File: config.mk
export PLATFORM = sky130hd
export DESIGN_NAME = burst_addr_seq
export DESIGN_NICKNAME = d
export VERILOG_FILES = /design/src/rtl/burst_seq_pkg.sv /design/src/rtl/burst_beat_ctr.sv /design/src/rtl/burst_addr_capture.sv /design/src/rtl/burst_order_map.sv /design/src/rtl/burst_addr_seq.sv
export SDC_FILE = /design/constraint.sdc
export NUM_CORES = 1
export LEC_CHECK = 0
export BUFFER_PORTS_ARGS = -buffer_cell sky130_fd_sc_hd__buf_2
export CAP_MARGIN = 30
export CORE_MARGIN = 2
export CORE_UTILIZATION = 45
export CTS_CLUSTER_DIAMETER = 200
export DETAILED_ROUTE_END_ITERATION = 10
export PLACE_DENSITY_LB_ADDON = 0.3
export SYNTH_ARGS = -nofsm -noshare
export SYNTH_HDL_FRONTEND = slang
export SYNTH_HIERARCHICAL = 1
export SYNTH_SLANG_ARGS = --single-unit
File: constraint.sdc
create_clock -name clk_i -period 1.8 [get_ports clk_i]
set_input_delay 0.18 -clock clk_i [delete_from_list [all_inputs] [get_ports clk_i]]
set_output_delay 0.18 -clock clk_i [all_outputs]
set_load 0.05 [all_outputs]
File: src/rtl/burst_seq_pkg.sv
package burst_seq_pkg;

    // Burst order, captured together with the start address.
    typedef enum logic {
        ORDER_LINEAR      = 1'b0,
        ORDER_INTERLEAVED = 1'b1
    } order_e;

    // Order used after reset.
    localparam order_e RESET_ORDER = ORDER_INTERLEAVED;

endpackage

File: src/rtl/burst_beat_ctr.sv
// Beat counter: clears on load, steps on advance, wraps naturally.
module burst_beat_ctr #(
    parameter int BEAT_W = 2
) (
    input  logic              clk_i,
    input  logic              rst_i,
    input  logic              load_i,
    input  logic              step_i,
    output logic [BEAT_W-1:0] cnt_o
);

    typedef struct packed {
        logic [BEAT_W-1:0] cnt;
    } ctr_state_t;

    ctr_state_t state_d, state_q;

    always_comb begin
        state_d = state_q;
        if (load_i) begin
            state_d.cnt = '0;
        end else if (step_i) begin
            state_d.cnt = state_q.cnt + BEAT_W'(1);
        end
    end

    always_ff @(posedge clk_i) begin
        if (rst_i) begin
            state_q <= '0;
        end else begin
            state_q <= state_d;
        end
    end

    assign cnt_o = state_q.cnt;

endmodule

File: src/rtl/burst_addr_capture.sv
// Start-address and order register, written only by a load.
module burst_addr_capture
    import burst_seq_pkg::*;
#(
    parameter int ADDR_W = 16,
    parameter int BEAT_W = 2
) (
    input  logic              clk_i,
    input  logic              rst_i,
    input  logic              load_i,
    input  logic [ADDR_W-1:0] load_addr_i,
    input  logic              mode_i,
    output logic [ADDR_W-1:0] start_o,
    output order_e            order_o
);

    localparam int UPPER_W = ADDR_W - BEAT_W;

    typedef struct packed {
        logic [UPPER_W-1:0] upper;
        logic [BEAT_W-1:0]  start;
        order_e             order;
    } cap_state_t;

    cap_state_t state_d, state_q;

    always_comb begin
        state_d = state_q;
        if (load_i) begin
            state_d.upper = load_addr_i[ADDR_W-1:BEAT_W];
            state_d.start = load_addr_i[BEAT_W-1:0];
            state_d.order = mode_i ? ORDER_INTERLEAVED : ORDER_LINEAR;
        end
    end

    always_ff @(posedge clk_i) begin
        if (rst_i) begin
            state_q.upper <= '0;
            state_q.start <= '0;
            state_q.order <= RESET_ORDER;
        end else begin
            state_q <= state_d;
        end
    end

    assign start_o = {state_q.upper, state_q.start};
    assign order_o = state_q.order;

endmodule

File: src/rtl/burst_order_map.sv
// Maps start address and beat count to the current low address bits.
module burst_order_map
    import burst_seq_pkg::*;
#(
    parameter int BEAT_W = 2
) (
    input  logic [BEAT_W-1:0] start_i,
    input  logic [BEAT_W-1:0] cnt_i,
    input  order_e            order_i,
    output logic [BEAT_W-1:0] low_o
);

    logic [BEAT_W-1:0] ilv_low;
    logic [BEAT_W-1:0] lin_low;

    // Interleaved order: each bit flips independently with the count bit.
    for (genvar b = 0; b < BEAT_W; b++) begin : g_ilv_bit
        assign ilv_low[b] = start_i[b] ^ cnt_i[b];
    end

    // Linear order: modulo-2^BEAT_W add, carry out dropped.
    assign lin_low = start_i + cnt_i;

    always_comb begin
        unique case (order_i)
            ORDER_INTERLEAVED: low_o = ilv_low;
            ORDER_LINEAR:      low_o = lin_low;
            default:           low_o = ilv_low;
        endcase
    end

endmodule

File: src/rtl/burst_addr_seq.sv
// Top: four-beat burst address sequencer.
module burst_addr_seq
    import burst_seq_pkg::*;
#(
    parameter int ADDR_W = 16
) (
    input  logic              clk_i,
    input  logic              rst_i,
    input  logic              load_i,
    input  logic [ADDR_W-1:0] load_addr_i,
    input  logic              adv_n_i,
    input  logic              mode_i,
    output logic [ADDR_W-1:0] addr_o,
    output logic [1:0]        low_o
);

    localparam int BEAT_W = 2;

    logic [ADDR_W-1:0] start_q;
    order_e            order_q;
    logic [BEAT_W-1:0] cnt_q;
    logic [BEAT_W-1:0] low_w;
    logic              step_w;

    assign step_w = ~adv_n_i;

    burst_addr_capture #(
        .ADDR_W(ADDR_W),
        .BEAT_W(BEAT_W)
    ) i_capture (
        .clk_i      (clk_i),
        .rst_i      (rst_i),
        .load_i     (load_i),
        .load_addr_i(load_addr_i),
        .mode_i     (mode_i),
        .start_o    (start_q),
        .order_o    (order_q)
    );

    burst_beat_ctr #(
        .BEAT_W(BEAT_W)
    ) i_beat_ctr (
        .clk_i (clk_i),
        .rst_i (rst_i),
        .load_i(load_i),
        .step_i(step_w),
        .cnt_o (cnt_q)
    );

    burst_order_map #(
        .BEAT_W(BEAT_W)
    ) i_order_map (
        .start_i(start_q[BEAT_W-1:0]),
        .cnt_i  (cnt_q),
        .order_i(order_q),
        .low_o  (low_w)
    );

    assign addr_o = {start_q[ADDR_W-1:BEAT_W], low_w};
    assign low_o  = low_w;

endmodule

Word level (Yosys, flattened, before mapping)
Index checks and enable logic that the tools add are counted.
Storage, ports and cells
  flip-flop bits (word level): 19
  latch bits: 0
  RAM bits: 0
  bits in read-only memories: 0
  bits of input ports: 21
  memories kept: 0
Operators by class
  add/subtract/negate cells: 2
  multiply operators: 0
  divide/modulo/power cells: 0
  magnitude comparators: 0
  equal/unequal tests: 0
  shift-type cells: 0
  multiplexer cells: 2
  bitwise operators: 3
  reductions and logical operators: 1
Operators by type and width (number)
  2-bit one-hot mux with 2 select lines: 1
  2-bit by 1-bit adder with 2-bit output, second input constant: 1
  2-bit adder: 1
  2-bit OR reduction: 1
  1-bit bitwise XOR: 2
  1-bit two-way mux: 1
  1-bit inverter: 1

Depth between registers and ports, before layout
Gate-level depths: netlist of the first run.
  word-level depth: 2
  mapped depth: 4
  depth with buffers taken out: 3

By module
The synthesis of the first run kept the hierarchy.
Modules (own cells, without submodules)
  burst_addr_capture: times used 1, cells each 55, area an instance 616.8 µm²
  burst_beat_ctr: times used 1, cells each 8, area an instance 85.1 µm²
  burst_order_map: times used 1, cells each 4, area an instance 36.3 µm²
  burst_addr_seq: times used 1, cells each 3, area an instance 18.8 µm²

Worst setup path after synthesis of the first run
OpenSTA, ideal clock, no wires.
  path type: reg2out
  from: register i_beat_ctr.state_q (netlist bit i_beat_ctr/cnt_o[0])
  to: output port addr_o[1]
  arrival: 1825 ps
  required time: 1620 ps
  setup slack: -205 ps
  stages on the path, launching flop included: 5
  cell sequence: dfxtp_1 > ha_1 > nor2b_1 > xnor2_1 > buf_4
On the way
  word-level cells in the longest chain between the ends: 2
RTL lines
  from (decl): line burst_beat_ctr.sv:16  | ctr_state_t state_d, state_q;
  from (signal assigned): line burst_beat_ctr.sv:31  | state_q <= state_d;
  2-bit adder: line burst_order_map.sv:22  | assign lin_low = start_i + cnt_i;
  2-bit one-hot mux with 2 select lines: line burst_order_map.sv:25  | unique case (order_i)
  to (decl): line burst_addr_seq.sv:13  | output logic [ADDR_W-1:0] addr_o,
No other way between the ends.

Worst setup path in the final report of the first run
Ends and elaborated chain as after synthesis.

==> impl_metrics.yaml, run 1 <==
place:
  routabilityCongestion: 0.753
  hpwl_um: 987
  port_buffers: 38
die:
  ios: 39
  die_area_um2: 2030
  dieHeight_um: 45.0
  die_width_um: 45.0
  initial_utilization_pct: 49.1
  placementRows: 14
  core-area_um2: 1540
clocking:
  clk-insertion-delay-late_ps: 290
  clkTransAtPathRegs_ps: 100
  cts_sinks: 19
  cts_resized: 0
  cts_htree_levels: 1
  cts_made_buffers: 3
  cts_hold_buf: 0
  cts_tree: "yes"
  cts-root-buf: "clkbuf_4"
  clk_path_buf_depth: 2
  postCtsSetupBuffers: 0
global_routing:
  grt_overflow: 0
  met1_usage_pct: 17.2
  grt_pass1_wl_um: 2330
  globalRouteMet2Util_pct: 27.7
  grt-busiest-layer: "met2"
  antenna_found_initial: 0
  grt_pass1_vias: 566
  grt_max_degree: 20
  use_met3_pct: 6.00
  grt_usage_pct: 16.0
worst_setup_path:
  critical_path_class: "flip-flop to output port"
  crit_path_max_fanout: 4
  critPathLaunchType: "flip-flop"
  cp_data_arrival_time_ps: 1450
  crit_required_ps: 1620
  cp-end-kind: "output port"
  reg2regPathDepth: 2
power:
  cellPowerDensity_nw_per_um2: 917
  finalPower_w: 0.000867
  power_leakage_nw: 0.507
  max-vdd-ir-drop_mv: 0.632
logic_synthesis:
  synth_cell_types: 16
  synth_top_area_share_pct: 50.2
  netlist_instances: 70
  ys_warn_count: 6
  ys_seq_elements: 19
  syn_avg_cell_area_um2: 10.8
  syn_nets: 92
  synth.largest_area_cell: "dfxtp_1"
  ys_top_cells_by_area: "dfxtp_1, mux2i_1, nor2_1, xnor2_1, buf_12"
  netlist_area_um2: 757
  ys_seq_area_share_pct: 50.2
route:
  drtIter0Drc: 7
  drc_errors: 0
  wl_um: 1340
  drtAntennaViolNets: 0
  dr_total_vias: 596
  drt-vias-per-instance: 4.89
  drt_pass1_iterations: 4
  wl_per_cell_um: 11.0
timing:
  rsz0062_at_grt: "false"
  fin_setup_tns_ps: 0
  max_freq_mhz: 614
  worstMarginPinSlew_ps: 500
  maxSlewHeadroom_pct: 66.7
  fin_crit_ps: 1630
  setup_viol: 0
  finClkSkew_ps: 0.0752
  drv_slew: 0
  period_share_pct: 90.4
  finalHoldViolations: 0
min_path:
  hp-class: "input pin to flip-flop"
  holdPathStages: 2
flow_run:
  drv_cap: 0
finish:
  antenna_cells: 0
  nets: 129
  areaGrowthSynthToFinish_pct: 24.8
  nFillCells: 153
  drive_gt1_share_pct: 40.6
status:
  status: "finished, final reports clean"
-- routing by layer --
metal / share of wire, % / routed length (um)
met3: 6.2 / 83
met5: 0 / 0
met2: 51 / 688
met4: 1.1 / 15
met1: 41 / 551
-- per-stage QoR --
stage | utilization [%] | area [um2] | cells | setup WS [ps] | hold WS [ps]
finish | 61.3 | 945 | 122 | 172 | 90.1
global route | 61.3 | 945 | 122 | 61.5 | 73.7
CTS | 61.3 | 945 | 122 | 154 | 83.7
detailed placement | 59.6 | 918 | 118 | 486 | 392
global placement | 59.6 | 918 | 118 | 519 | 388
floorplan | - | 764 | 70 | 152 | 302
-- cell families (layout without fill, tap and decap cells) --
group,after synthesis,count (layout),synth area share (%)
and+or+nand+nor,21,21,11.9
DFF,19,19,50.2
adders and majority gates,1,1,1.65
AOI/OAI and AO/OA,3,3,3.64
muxes,16,16,21.2
buffers and inverters,7,43,7.93
xor gates and xnor gates,3,3,3.47
-- state kept, by name, indices dropped and copies added (netlist names) --
register,cells
i_beat_ctr/cnt_o,2
i_capture/order_o,1
i_capture/start_o,16
-- worst paths after layout --
path	start	end	slack [ps]
setup / recovery	i_beat_ctr/cnt_o[0]$_SDFFE_PP0P_	addr_o[1]	170
hold / removal	mode_i	i_capture/order_o$_SDFFE_PP1P_	90
setup reg to reg	i_capture/order_o$_SDFFE_PP1P_	i_capture/order_o$_SDFFE_PP1P_	1030
hold reg to reg	i_capture/start_o[13]$_SDFFE_PP0P_	i_capture/start_o[13]$_SDFFE_PP0P_	490
-- cell type report --
class	instances	area [um2]	area share, %
Multi-Input combinational cell	44	324	34.3
Tap cell	16	20.0	2.12
Timing Repair Buffer	38	190	20.1
Clock buffer	4	26.3	2.78
Sequential cell	19	380	40.3
Inverter	1	3.75	0.397
-- cell usage in the layout, fill, tap and decap left out --
master,count
buf_2,38
dfxtp_1,19
nor2_1,17
mux2i_1,16
clkbuf_4,3
xnor2_1,2
nor2b_1,2
inv_1,1
clkbuf_1,1
a21bo_1,1
nand3b_1,1
or2_1,1
a21oi_2,1
a211o_1,1
xnor2_2,1
ha_1,1
-- report_power, final --
part | total [W] | internal, W | switching (W) | leakage (nW)
combinational | 0.000204 | 0.0000627 | 0.000142 | 0.335
clock | 0.000206 | 0.0000861 | 0.000119 | 0.0150
sequential | 0.000457 | 0.000445 | 0.0000121 | 0.157
total | 0.000867 | 0.000593 | 0.000273 | 0.507
-- critical path: stages, from the launching register on --
cell and delay, ps:
dfxtp_1 400, ha_1 160, nor2b_1 200, xnor2_2 130, buf_2 280
-- synthesized netlist by cell type --
cell type and number:
buf_2 2, buf_6 1, nand3b_1 1, xnor2_1 3, buf_12 1, mux2i_1 16
buf_4 2, ha_1 1, a211o_1 1, or2_1 1, dfxtp_1 19, a21bo_1 1
nor2b_1 2, inv_1 1, nor2_1 17, a21oi_2 1
(Power assumes the default switching activity.)
==> run 2: changes to the inputs <==
- ABC_AREA: not set -> 1
==> impl_metrics.yaml, run 2 <==
status:
  status: "finished, final reports clean"
worst_setup_path:
  critPathLaunchType: "flip-flop"
  cp-end-kind: "output port"
  crit_required_ps: 1620
  crit_path_max_fanout: 5
  cp_data_arrival_time_ps: 1350
  critical_path_class: "flip-flop to output port"
timing:
  rsz0062_at_grt: "false"
  finalHoldViolations: 0
  setup_viol: 0
  period_share_pct: 85.3
  setup_ws_ps: 265
  fin_crit_ps: 1530
  maxSlewHeadroom_pct: 61.2
  max_freq_mhz: 652
  hold_slack_ps: 103
  drv_slew: 0
  fin_setup_tns_ps: 0
  finClkSkew_ps: 0.0286
  worstMarginPinSlew_ps: 582
die:
  die_width_um: 48.7
  dieHeight_um: 48.7
  core-area_um2: 1920
  die_area_um2: 2370
  initial_utilization_pct: 46.7
  placementRows: 16
  ios: 39
logic_synthesis:
  synth_top_area_share_pct: 42.3
  synth.largest_area_cell: "dfxtp_1"
  synthArstFlopShare_pct: 0
  ys_seq_elements: 19
  ys_seq_area_share_pct: 42.3
  synth_common_cells: "nand2_1, nor2_1, inv_1"
  synthFlopType: "dfxtp_1"
  syn_nets: 158
  syn_avg_cell_area_um2: 6.61
  ys_warn_count: 6
  synth.most_common_cell: "nand2_1"
  netlist_area_um2: 898
  synth_cell_types: 14
  ys_top_cells_by_area: "dfxtp_1, nand2_1, nor2_1, inv_1, buf_6"
  synth_edf_count: 0
  netlist_instances: 136
global_routing:
  grt_pass1_wl_um: 2710
  grt_pass1_vias: 701
  grt_max_degree: 36
  antenna_found_initial: 0
  grt_overflow: 0
  grt_usage_pct: 14.5
route:
  drtAntennaViolNets: 0
  drtIter0Drc: 9
  drt-vias-per-instance: 4.06
  dr_total_vias: 803
  wl_um: 1530
  drc_errors: 0
  drt_pass1_iterations: 2
  wl_per_cell_um: 7.75
clocking:
  clk_path_buf_depth: 2
  cts_htree_levels: 1
  cts_sinks: 19
  cts_tree: "yes"
  cts_made_buffers: 3
  cts-root-buf: "clkbuf_4"
  postCtsSetupBuffers: 0
  clk-insertion-delay-late_ps: 280
  clkTransAtPathRegs_ps: 110
  cts_resized: 0
  cts_hold_buf: 0
power:
  intPower_w: 0.000597
  pwr-share-seq_pct: 50.7
  max-vdd-ir-drop_mv: 0.476
  power_leakage_nw: 0.653
  p_comb_share_pct: 26.0
  finalPower_w: 0.000914
  power_frac_clock_pct: 23.3
  switchingPower_w: 0.000317
  swShare_pct: 34.7
  cellPowerDensity_nw_per_um2: 850
finish:
  final_common_cell: "nand2_1"
  areaGrowthSynthToFinish_pct: 19.6
  largest_reg_flops: 16
  antenna_cells: 0
  nets: 194
  layout_common_cells: "nand2_1, buf_2, nor2_1, inv_1, dfxtp_1"
  drive_gt1_share_pct: 28.1
min_path:
  hp-class: "input pin to flip-flop"
place:
  routabilityCongestion: 0.659
  place_ws_ps: 581
  port_buffers: 38
  hpwl_um: 1140
flow_run:
  drv_cap: 0
-- run 2: cell count changes after synthesis, moves of 3 or more --
cell,before,now
nand3_1,0,4
inv_1,1,23
mux2i_1,16,0
nor2_1,17,34
xnor2_1,3,0
nor2_2,0,3
nand2_1,0,41
-- run 2: path summary, 6_finish.rpt --
kind	from	end	slack, ps	cells after the start
max	i_beat_ctr/cnt_o[0]$_SDFFE_PP0P_	low_o[1]	270	7
min	mode_i	i_capture/order_o$_SDFFE_PP1P_	100	3
max reg2reg	i_beat_ctr/cnt_o[1]$_SDFFE_PP0P_	i_beat_ctr/cnt_o[1]$_SDFFE_PP0P_	1090	3
min reg2reg	i_capture/start_o[10]$_SDFFE_PP0P_	i_capture/start_o[10]$_SDFFE_PP0P_	470	2
-- run 2: layer usage --
layer | global-route usage [%] | vias up | wire length, um
met3 | 4.01 | 2 | 93
met5 | 0 | - | 0
met4 | 5.71 | 0 | 15
met2 | 24.9 | 23 | 693
li1 | - | 455 | -
met1 | 17.1 | 323 | 730
-- run 2: logic make-up (layout without fill, tap and decap cells) --
logic type      count (synthesis)  after routing  synth area share (%)
compound gates                  1              1                 0.557
fa+ha+maj                       1              1                  1.39
buf+inv                        31             66                  18.7
flops                          19             19                  42.3
simple gates                   84             84                  37.0
-- run 2: layout make-up --
type,count,area (um2)
clock inverter,1,7.51
clock buffer,3,22.5
timing repair buffer,38,190
sequential,19,380
tap,27,33.8
inverter,24,90.1
multi-input combinational,86,350
fill,214,847
-- run 2: power groups by stage --
| stage | Clock (W) | Combinational [W] | Sequential [W] |
|---|---|---|---|
| global route | 0.000248 | 0.000260 | 0.000468 |
| finish | 0.000213 | 0.000238 | 0.000463 |
| global placement | 0 | 0.000236 | 0.000471 |
| CTS | 0.000228 | 0.000241 | 0.000464 |
| floorplan | 0 | 0.000124 | 0.000547 |
| detailed placement | 0 | 0.000240 | 0.000473 |
-- run 2: worst max-delay path: stages, from the launching register on --
cell and delay (ps):
dfxtp_1 400, ha_1 180, inv_1 40, nor2_1 80, nand3_1 70, nand2_1 60, inv_1 40, buf_2 200
-- run 2: stage by stage --
stage,cell area (um2),std cells,utilization (%)
finish,1070,198,55.9
global route,1070,198,55.9
CTS,1070,198,55.9
detailed placement,1040,194,54.4
global placement,1040,194,54.4
floorplan,898,136,-
